===== src/rtl/word_demux_pkg.sv =====
package word_demux_pkg;
  localparam int MAX_PORTS = 4;
  localparam int SLOT_W = $clog2(MAX_PORTS);

  typedef struct packed {
    logic              capture;
    logic [SLOT_W-1:0] slot;
    logic              lastSlot;
    logic              stagger;
    logic              drHalf;
    logic              sleep;
    logic              bist;
  } ctrl_t;
endpackage


===== src/rtl/word_demux_ctrl.sv =====
module word_demux_ctrl
  import word_demux_pkg::*;
(
  input  logic  clk,
  input  logic  rst,
  input  logic  inClk,
  input  logic  clkHalf,
  input  logic  ratioSel,
  input  logic  drHalf,
  input  logic  staggerN,
  input  logic  bistN,
  input  logic  sleepN,
  output ctrl_t ctrl
);
  localparam logic [SLOT_W-1:0] LAST_FULL = SLOT_W'(MAX_PORTS - 1);
  localparam logic [SLOT_W-1:0] LAST_HALF = SLOT_W'(MAX_PORTS / 2 - 1);

  logic              inClkQ;
  logic [SLOT_W-1:0] slotQ;
  logic              edgeHit;
  logic              atLast;
  logic [SLOT_W-1:0] lastIdx;

  always_comb begin
    edgeHit = clkHalf ? (inClk ^ inClkQ) : (inClk & ~inClkQ);
    lastIdx = ratioSel ? LAST_FULL : LAST_HALF;
    atLast  = (slotQ >= lastIdx);
  end

  always_ff @(posedge clk or posedge rst) begin
    if (rst) begin
      inClkQ <= 1'b0;
      slotQ  <= '0;
    end else begin
      inClkQ <= inClk;
      if (!sleepN)
        slotQ <= '0;
      else if (edgeHit)
        slotQ <= atLast ? '0 : slotQ + 1'b1;
    end
  end

  always_comb begin
    ctrl.capture  = edgeHit & sleepN;
    ctrl.slot     = slotQ;
    ctrl.lastSlot = atLast;
    ctrl.stagger  = ~staggerN;
    ctrl.drHalf   = drHalf;
    ctrl.sleep    = ~sleepN;
    ctrl.bist     = ~bistN;
  end


  slot_adv_chk: assert property (@(posedge clk) disable iff (rst)
    ctrl.capture |=> (slotQ == ($past(atLast) ? '0 : $past(slotQ) + 1'b1)));


  sleep_slot_chk: assert property (@(posedge clk) disable iff (rst)
    !sleepN |=> (slotQ == '0));
endmodule


===== src/rtl/word_demux_dpath.sv =====
module word_demux_dpath
  import word_demux_pkg::*;
#(
  parameter int DATA_W = 10
) (
  input  logic                        clk,
  input  logic                        rst,
  input  ctrl_t                       ctrl,
  input  logic [DATA_W-1:0]           inData,
  input  logic                        inOor,
  output logic [MAX_PORTS*DATA_W-1:0] outData,
  output logic [MAX_PORTS-1:0]        outOor,
  output logic                        dataReady
);
  localparam int WORD_W = DATA_W + 1;

  logic [WORD_W-1:0]    holdQ [MAX_PORTS];
  logic [WORD_W-1:0]    portQ [MAX_PORTS];
  logic [MAX_PORTS-1:0] stbQ;
  logic                 drQ;
  logic [DATA_W-1:0]    bistQ;
  logic [WORD_W-1:0]    newWord;

  always_comb newWord = ctrl.bist ? {1'b0, bistQ} : {inOor, inData};

  always_ff @(posedge clk or posedge rst) begin
    if (rst) begin
      for (int j = 0; j < MAX_PORTS; j++) begin
        holdQ[j] <= '0;
        portQ[j] <= '0;
      end
      stbQ  <= '0;
      drQ   <= 1'b0;
      bistQ <= '0;
    end else if (ctrl.sleep) begin
      for (int j = 0; j < MAX_PORTS; j++) begin
        holdQ[j] <= '0;
        portQ[j] <= '0;
      end
      stbQ <= '0;
      drQ  <= 1'b0;
    end else begin
      if (!ctrl.drHalf) begin
        stbQ <= '0;
        drQ  <= 1'b0;
      end
      if (ctrl.capture) begin
        bistQ <= bistQ + 1'b1;
        if (ctrl.stagger) begin
          for (int j = 0; j < MAX_PORTS; j++) begin
            if (j == int'(ctrl.slot)) begin
              portQ[j] <= newWord;
              stbQ[j]  <= ctrl.drHalf ? ~stbQ[j] : 1'b1;
            end
          end
        end else begin
          for (int j = 0; j < MAX_PORTS; j++) begin
            if (j == int'(ctrl.slot)) holdQ[j] <= newWord;
          end
          if (ctrl.lastSlot) begin
            for (int j = 0; j < MAX_PORTS; j++) begin
              if (j == int'(ctrl.slot))
                portQ[j] <= newWord;
              else if (j < int'(ctrl.slot))
                portQ[j] <= holdQ[j];
            end
            drQ <= ctrl.drHalf ? ~drQ : 1'b1;
          end
        end
      end
    end
  end

  for (genvar k = 0; k < MAX_PORTS; k++) begin : g_port
    assign outData[k*DATA_W +: DATA_W] = portQ[k][DATA_W-1:0];
    assign outOor[k] = ctrl.stagger ? stbQ[k] : portQ[k][DATA_W];
  end

  assign dataReady = ctrl.stagger ? 1'b0 : drQ;


  sleep_blank_chk: assert property (@(posedge clk) disable iff (rst)
    ctrl.sleep |=> (outData == '0 && outOor == '0 && dataReady == 1'b0));


  dr_pulse_chk: assert property (@(posedge clk) disable iff (rst)
    (dataReady && !ctrl.drHalf) |-> $past(ctrl.capture && ctrl.lastSlot && !ctrl.stagger));


  dr_toggle_chk: assert property (@(posedge clk) disable iff (rst)
    (!$stable(drQ) && ctrl.drHalf && $past(ctrl.drHalf) && !$past(ctrl.sleep))
      |-> $past(ctrl.capture && ctrl.lastSlot));


  stagger_one_chk: assert property (@(posedge clk) disable iff (rst)
    (ctrl.stagger && !ctrl.drHalf) |-> $onehot0(stbQ));
endmodule


===== src/rtl/word_demux.sv =====
module word_demux
  import word_demux_pkg::*;
#(
  parameter int DATA_W = 10
) (
  input  logic                        clk,
  input  logic                        rst,
  input  logic                        inClk,
  input  logic [DATA_W-1:0]           inData,
  input  logic                        inOor,
  input  logic                        ratioSel,
  input  logic                        clkHalf,
  input  logic                        drHalf,
  input  logic                        staggerN,
  input  logic                        bistN,
  input  logic                        sleepN,
  output logic [MAX_PORTS*DATA_W-1:0] outData,
  output logic [MAX_PORTS-1:0]        outOor,
  output logic                        dataReady
);
  ctrl_t ctrl;

  word_demux_ctrl i_ctrl (
    .clk      (clk),
    .rst      (rst),
    .inClk    (inClk),
    .clkHalf  (clkHalf),
    .ratioSel (ratioSel),
    .drHalf   (drHalf),
    .staggerN (staggerN),
    .bistN    (bistN),
    .sleepN   (sleepN),
    .ctrl     (ctrl)
  );

  word_demux_dpath #(.DATA_W(DATA_W)) i_dpath (
    .clk       (clk),
    .rst       (rst),
    .ctrl      (ctrl),
    .inData    (inData),
    .inOor     (inOor),
    .outData   (outData),
    .outOor    (outOor),
    .dataReady (dataReady)
  );
endmodule


===== config.mk =====
export PLATFORM = sky130hd
export DESIGN_NAME = word_demux
export DESIGN_NICKNAME = d
export VERILOG_FILES = /design/src/rtl/word_demux_pkg.sv /design/src/rtl/word_demux_ctrl.sv /design/src/rtl/word_demux_dpath.sv /design/src/rtl/word_demux.sv
export SDC_FILE = /design/constraint.sdc
export NUM_CORES = 1
export LEC_CHECK = 0
export CAP_MARGIN = 15
export CORE_MARGIN = 2
export CORE_UTILIZATION = 55
export CTS_CLUSTER_SIZE = 25
export DETAILED_ROUTE_END_ITERATION = 8
export DONT_BUFFER_PORTS = 1
export HOLD_SLACK_MARGIN = 0.08
export PLACE_DENSITY = 0.76
export SLEW_MARGIN = 20
export SYNTH_ARGS = -nofsm -noshare
export SYNTH_HDL_FRONTEND = slang
export SYNTH_HIERARCHICAL = 1
export SYNTH_SLANG_ARGS = --single-unit

===== constraint.sdc =====
create_clock -name clk -period 3.81 [get_ports clk]
set_input_delay 0 -clock clk [delete_from_list [all_inputs] [get_ports clk]]
set_output_delay 0 -clock clk [all_outputs]
set_load 0.1 [all_outputs]

==> results.sh <==
export IMPL_yosys_register_bits=95
export IMPL_worstReg2RegEnd="i_dpath/outData[24]"
export IMPL_critical_path_class="flop to flop"
export IMPL_vias_per_cell=6.03
export IMPL_grt_first_pass_wirelength_um=16900
export IMPL_firstDrtPassIters=4
export IMPL_die_width_um=98.5
export IMPL_starting_density_of_the_core=0.566
export IMPL_dp_cells=459
export IMPL_synth_top_area_frac=0.484
export IMPL_vias=2975
export IMPL_worst_r2r_path_depth=7
export IMPL_yosys_cell_types_count=45
export IMPL_synthesis_yosys_warnings=6
export IMPL_drive_above_1_share=0.255
export IMPL_synthesis_area_um2=4910
export IMPL_clk_skew_ns=0.0110
export IMPL_first_global_vias=3077
export IMPL_placement_rows=34
export IMPL_grt_total_usage=0.224
export IMPL_run_status="complete, no violations"
export IMPL_worst_setup_hold_path_clk_slew_ns=0.10
export IMPL_worst_path_largest_cell_delay_ns=0.67
export IMPL_finalMaxSlewViolations=0
export IMPL_power_per_cell_area_nw_per_um2=453
export IMPL_setup_worst_path_start="i_ctrl/inClkQ"
export IMPL_timing_max_slew_rel_slack=0.295
export IMPL_timing_final_hold_violations=0
export IMPL_fp_dieH_um=98.5
export IMPL_synth_mux_area_fraction=0.210
export IMPL_worstSetupEndpointType="flop"
export IMPL_place_worst_setup_slack_ns=1.01
export IMPL_insertion_delay_ns=0.37
export IMPL_synth_edff_count=0
export IMPL_synthSimpleGateAreaFrac=0.0805
export IMPL_nNetsFinal=403
export IMPL_post_route_util=0.578
export IMPL_cts_root_buffer_cell="sky130_fd_sc_hd__clkbuf_8"
export IMPL_max_clock_freq_mhz=345
export IMPL_finalSetupViolations=0
export IMPL_crit_required_ns=4.09
export IMPL_maxCapViolCount=0
export IMPL_vdd_ir_drop_worst_mv=0.205
export IMPL_clock_tree_buffer_depth=2
export IMPL_sequential_share_of_the_synthesized_area=0.484
export IMPL_globalplace_congestion=0.788
export IMPL_async_set_or_reset_flop_fraction_in_the_synthesized_netlist=1.00
export IMPL_synthTopCellsByCount="95 x sky130_fd_sc_hd__dfrtp_1, 49 x sky130_fd_sc_hd__mux2_2, 46 x sky130_fd_sc_hd__buf_4"
export IMPL_worst_path_max_fanout=12
export IMPL_largest_net_degree_at_the_start_of_global_routing=66
export IMPL_post_synth_top_count_cell="sky130_fd_sc_hd__dfrtp_1"
export IMPL_reg2reg_setup_slack_ns=0.91
export IMPL_synth_nets=430
export IMPL_detail_route_drc_violations=0
export IMPL_fin_setup_tns_ns=0
export IMPL_synthFlopType="sky130_fd_sc_hd__dfrtp_1"
export IMPL_seqCellArea_um2=2380
export IMPL_synthXorXnorAreaFrac=0.0250
export IMPL_layout_worst_path_cycle_share=0.760
export IMPL_synth_compound_gate_area_share=0.0955
export IMPL_die_area_um2=9710
export IMPL_synth_adder_area_share=0.00764
export IMPL_worstMarginPinSlew_ns=1.05
export IMPL_netlist_instances=407
export IMPL_n_antenna_cell=0
export IMPL_beginning_of_the_worst_register_to_register_path="i_ctrl/inClkQ"
export IMPL_min_period_ns=2.90
export IMPL_hold_path_class="input pin to flop"
export IMPL_postRouteWirelength_um=10400
export IMPL_clock_tree_from_tritoncts="done"
export IMPL_floorplan_io_pins=65
export IMPL_worst_setup_path_start_kind="flop"
export IMPL_cts_sinks=95
export IMPL_syn_area_per_cell_um2=12.1
export IMPL_finalWorstSetupSlack_ns=0.913
export IMPL_largest_family_of_logic_cells_by_synthesized_area="multiplexers"
export IMPL_cts_buffers=9
export IMPL_fillerInstances=710
export IMPL_stdcell_count=493
export IMPL_combined_area_of_the_multi_input_logic_cells_um2=2060
export IMPL_critical_path_cell_by_cell="inv_1 > ha_1 > nand2b_4 > a21oi_1 > nor2b_2 > nand3_1 > o2bb2ai_1"
export IMPL_cp_data_arrival_time_ns=3.18
export IMPL_setup_repair_after_global_routing_missed_its_margin="false"
export IMPL_leakage_component_of_the_power_nw=2.40
export IMPL_initial_antenna_violation_count=0
export IMPL_wl_per_cell_um=21.0
export IMPL_number_of_antenna_violating_nets_in_the_routed_design=0
export IMPL_synthTopCellsByArea="sky130_fd_sc_hd__dfrtp_1 48%, sky130_fd_sc_hd__mux2_2 11%, sky130_fd_sc_hd__buf_4 7.0%, sky130_fd_sc_hd__mux2i_1 6.7%, sky130_fd_sc_hd__o2bb2ai_1 5.5%"
export IMPL_initialDrtViolationCount=153
export IMPL_htreeDepth=3
export IMPL_fp_coreArea_um2=8680
export IMPL_area_growth_synth_to_final_pct=2.11
export IMPL_dp_hpwl_um=7010
export IMPL_port_buffer_count=0
export IMPL_synth_top_area_cell="sky130_fd_sc_hd__dfrtp_1"
export IMPL_grt_remaining_overflow=0
export IMPL_slowest_stage="sky130_fd_sc_hd__a21oi_1"
export IMPL_endpoint="i_dpath/outData[24]"
-- metal layers --
metal,global-route usage,share of wire
met5,0,0
met4,0.0748,0.012
met3,0.0560,0.073
met2,0.336,0.47
met1,0.323,0.45
-- worst min path at each step --
stage	end	slack, ns	start	cells after the start
2_1_floorplan	i_ctrl/inClkQ	-0.25	rst	1
3_3_place_gp	i_ctrl/inClkQ	-0.23	rst	1
3_5_place_dp	i_ctrl/slotQ[0]	-0.23	rst	1
4_1_cts	i_ctrl/slotQ[0]	0.10	ratioSel	4
5_1_grt	i_ctrl/slotQ[0]	0.14	ratioSel	4
6_report	i_dpath/outData[1]	0.12	inData[1]	4
-- registers in the layout (all words and copies together), names as in the netlist --
name / count
i_dpath/outData: 40
i_dpath/holdQ: 33
i_dpath/bistQ: 10
i_dpath/portQ: 4
i_dpath/stbQ: 4
i_ctrl/slotQ: 2
i_ctrl/inClkQ: 1
i_dpath/drQ: 1
-- kinds of logic (layout without fill, tap and decap cells) --
kind of cell	count (synthesis)	after routing
flip-flops	95	95
multiplexers	92	92
AND/OR/NAND/NOR	73	73
buffers and inverters	70	48
AO/OA/AOI/OAI	60	60
XOR/XNOR	14	14
adder cells (fa/ha/maj)	3	3
-- critical path, delay by kind of cell, from the launching register on --
family | cells | cell delay, ns
adders and majority gates | 1 | 0.21
DFF | 1 | 0.37
buffers and inverters | 1 | 0.05
and+or+nand+nor | 3 | 1.21
AOI/OAI and AO/OA | 2 | 0.97
-- metrics by stage --
stage | power, mW | instance area [um2] | hold slack, ns
after CTS | 2.29 | 5020 | 0.101
after global placement | 1.62 | 4650 | -0.234
after floorplan | 1.58 | 4910 | -0.246
after global routing | 2.38 | 5020 | 0.139
final | 2.27 | 5020 | 0.117
after detailed placement | 1.63 | 4650 | -0.227
-- cell usage in the layout (no fill, tap or decap), types with 4 or more instances in the layout --
cell type	netlist	final
sky130_fd_sc_hd__clkbuf_8	0	9
sky130_fd_sc_hd__mux2i_1	33	33
sky130_fd_sc_hd__a21oi_1	8	8
sky130_fd_sc_hd__o21ai_0	10	10
sky130_fd_sc_hd__nand3_1	5	5
sky130_fd_sc_hd__nor2_1	20	20
sky130_fd_sc_hd__mux2_4	10	10
sky130_fd_sc_hd__xor2_1	5	5
sky130_fd_sc_hd__and3_1	5	5
sky130_fd_sc_hd__dfrtp_1	95	95
sky130_fd_sc_hd__mux2_2	49	49
sky130_fd_sc_hd__dlygate4sd3_1	0	18
sky130_fd_sc_hd__nor2b_2	3	4
sky130_fd_sc_hd__inv_1	8	7
sky130_fd_sc_hd__xnor2_1	9	9
sky130_fd_sc_hd__buf_4	46	6
sky130_fd_sc_hd__o2bb2ai_1	31	31
sky130_fd_sc_hd__nand2_1	21	21
-- layout make-up --
type / count / area share
sequential: 95 / 0.474
clock buffer: 9 / 0.0247
inverter: 8 / 0.00648
multi-input combinational: 242 / 0.410
clock inverter: 7 / 0.0127
tap: 108 / 0.0269
timing repair buffer: 24 / 0.0449
-- timing repair --
action / in CTS / in global routing
hold endpoints to repair: 105 / 0
setup buffers: 0 / 0
gates resized for setup: 0 / 0
hold buffers: 18 / 0
setup endpoints to repair: 0 / 0
-- report_power, final --
part           internal, mW  switching (mW)  total (mW)  leakage [nW]
Sequential             1.08           0.198        1.28          1.29
Combinational         0.162           0.190       0.352          1.02
Clock                 0.252           0.389       0.641        0.0903
Power figures use the tool's default switching activity.
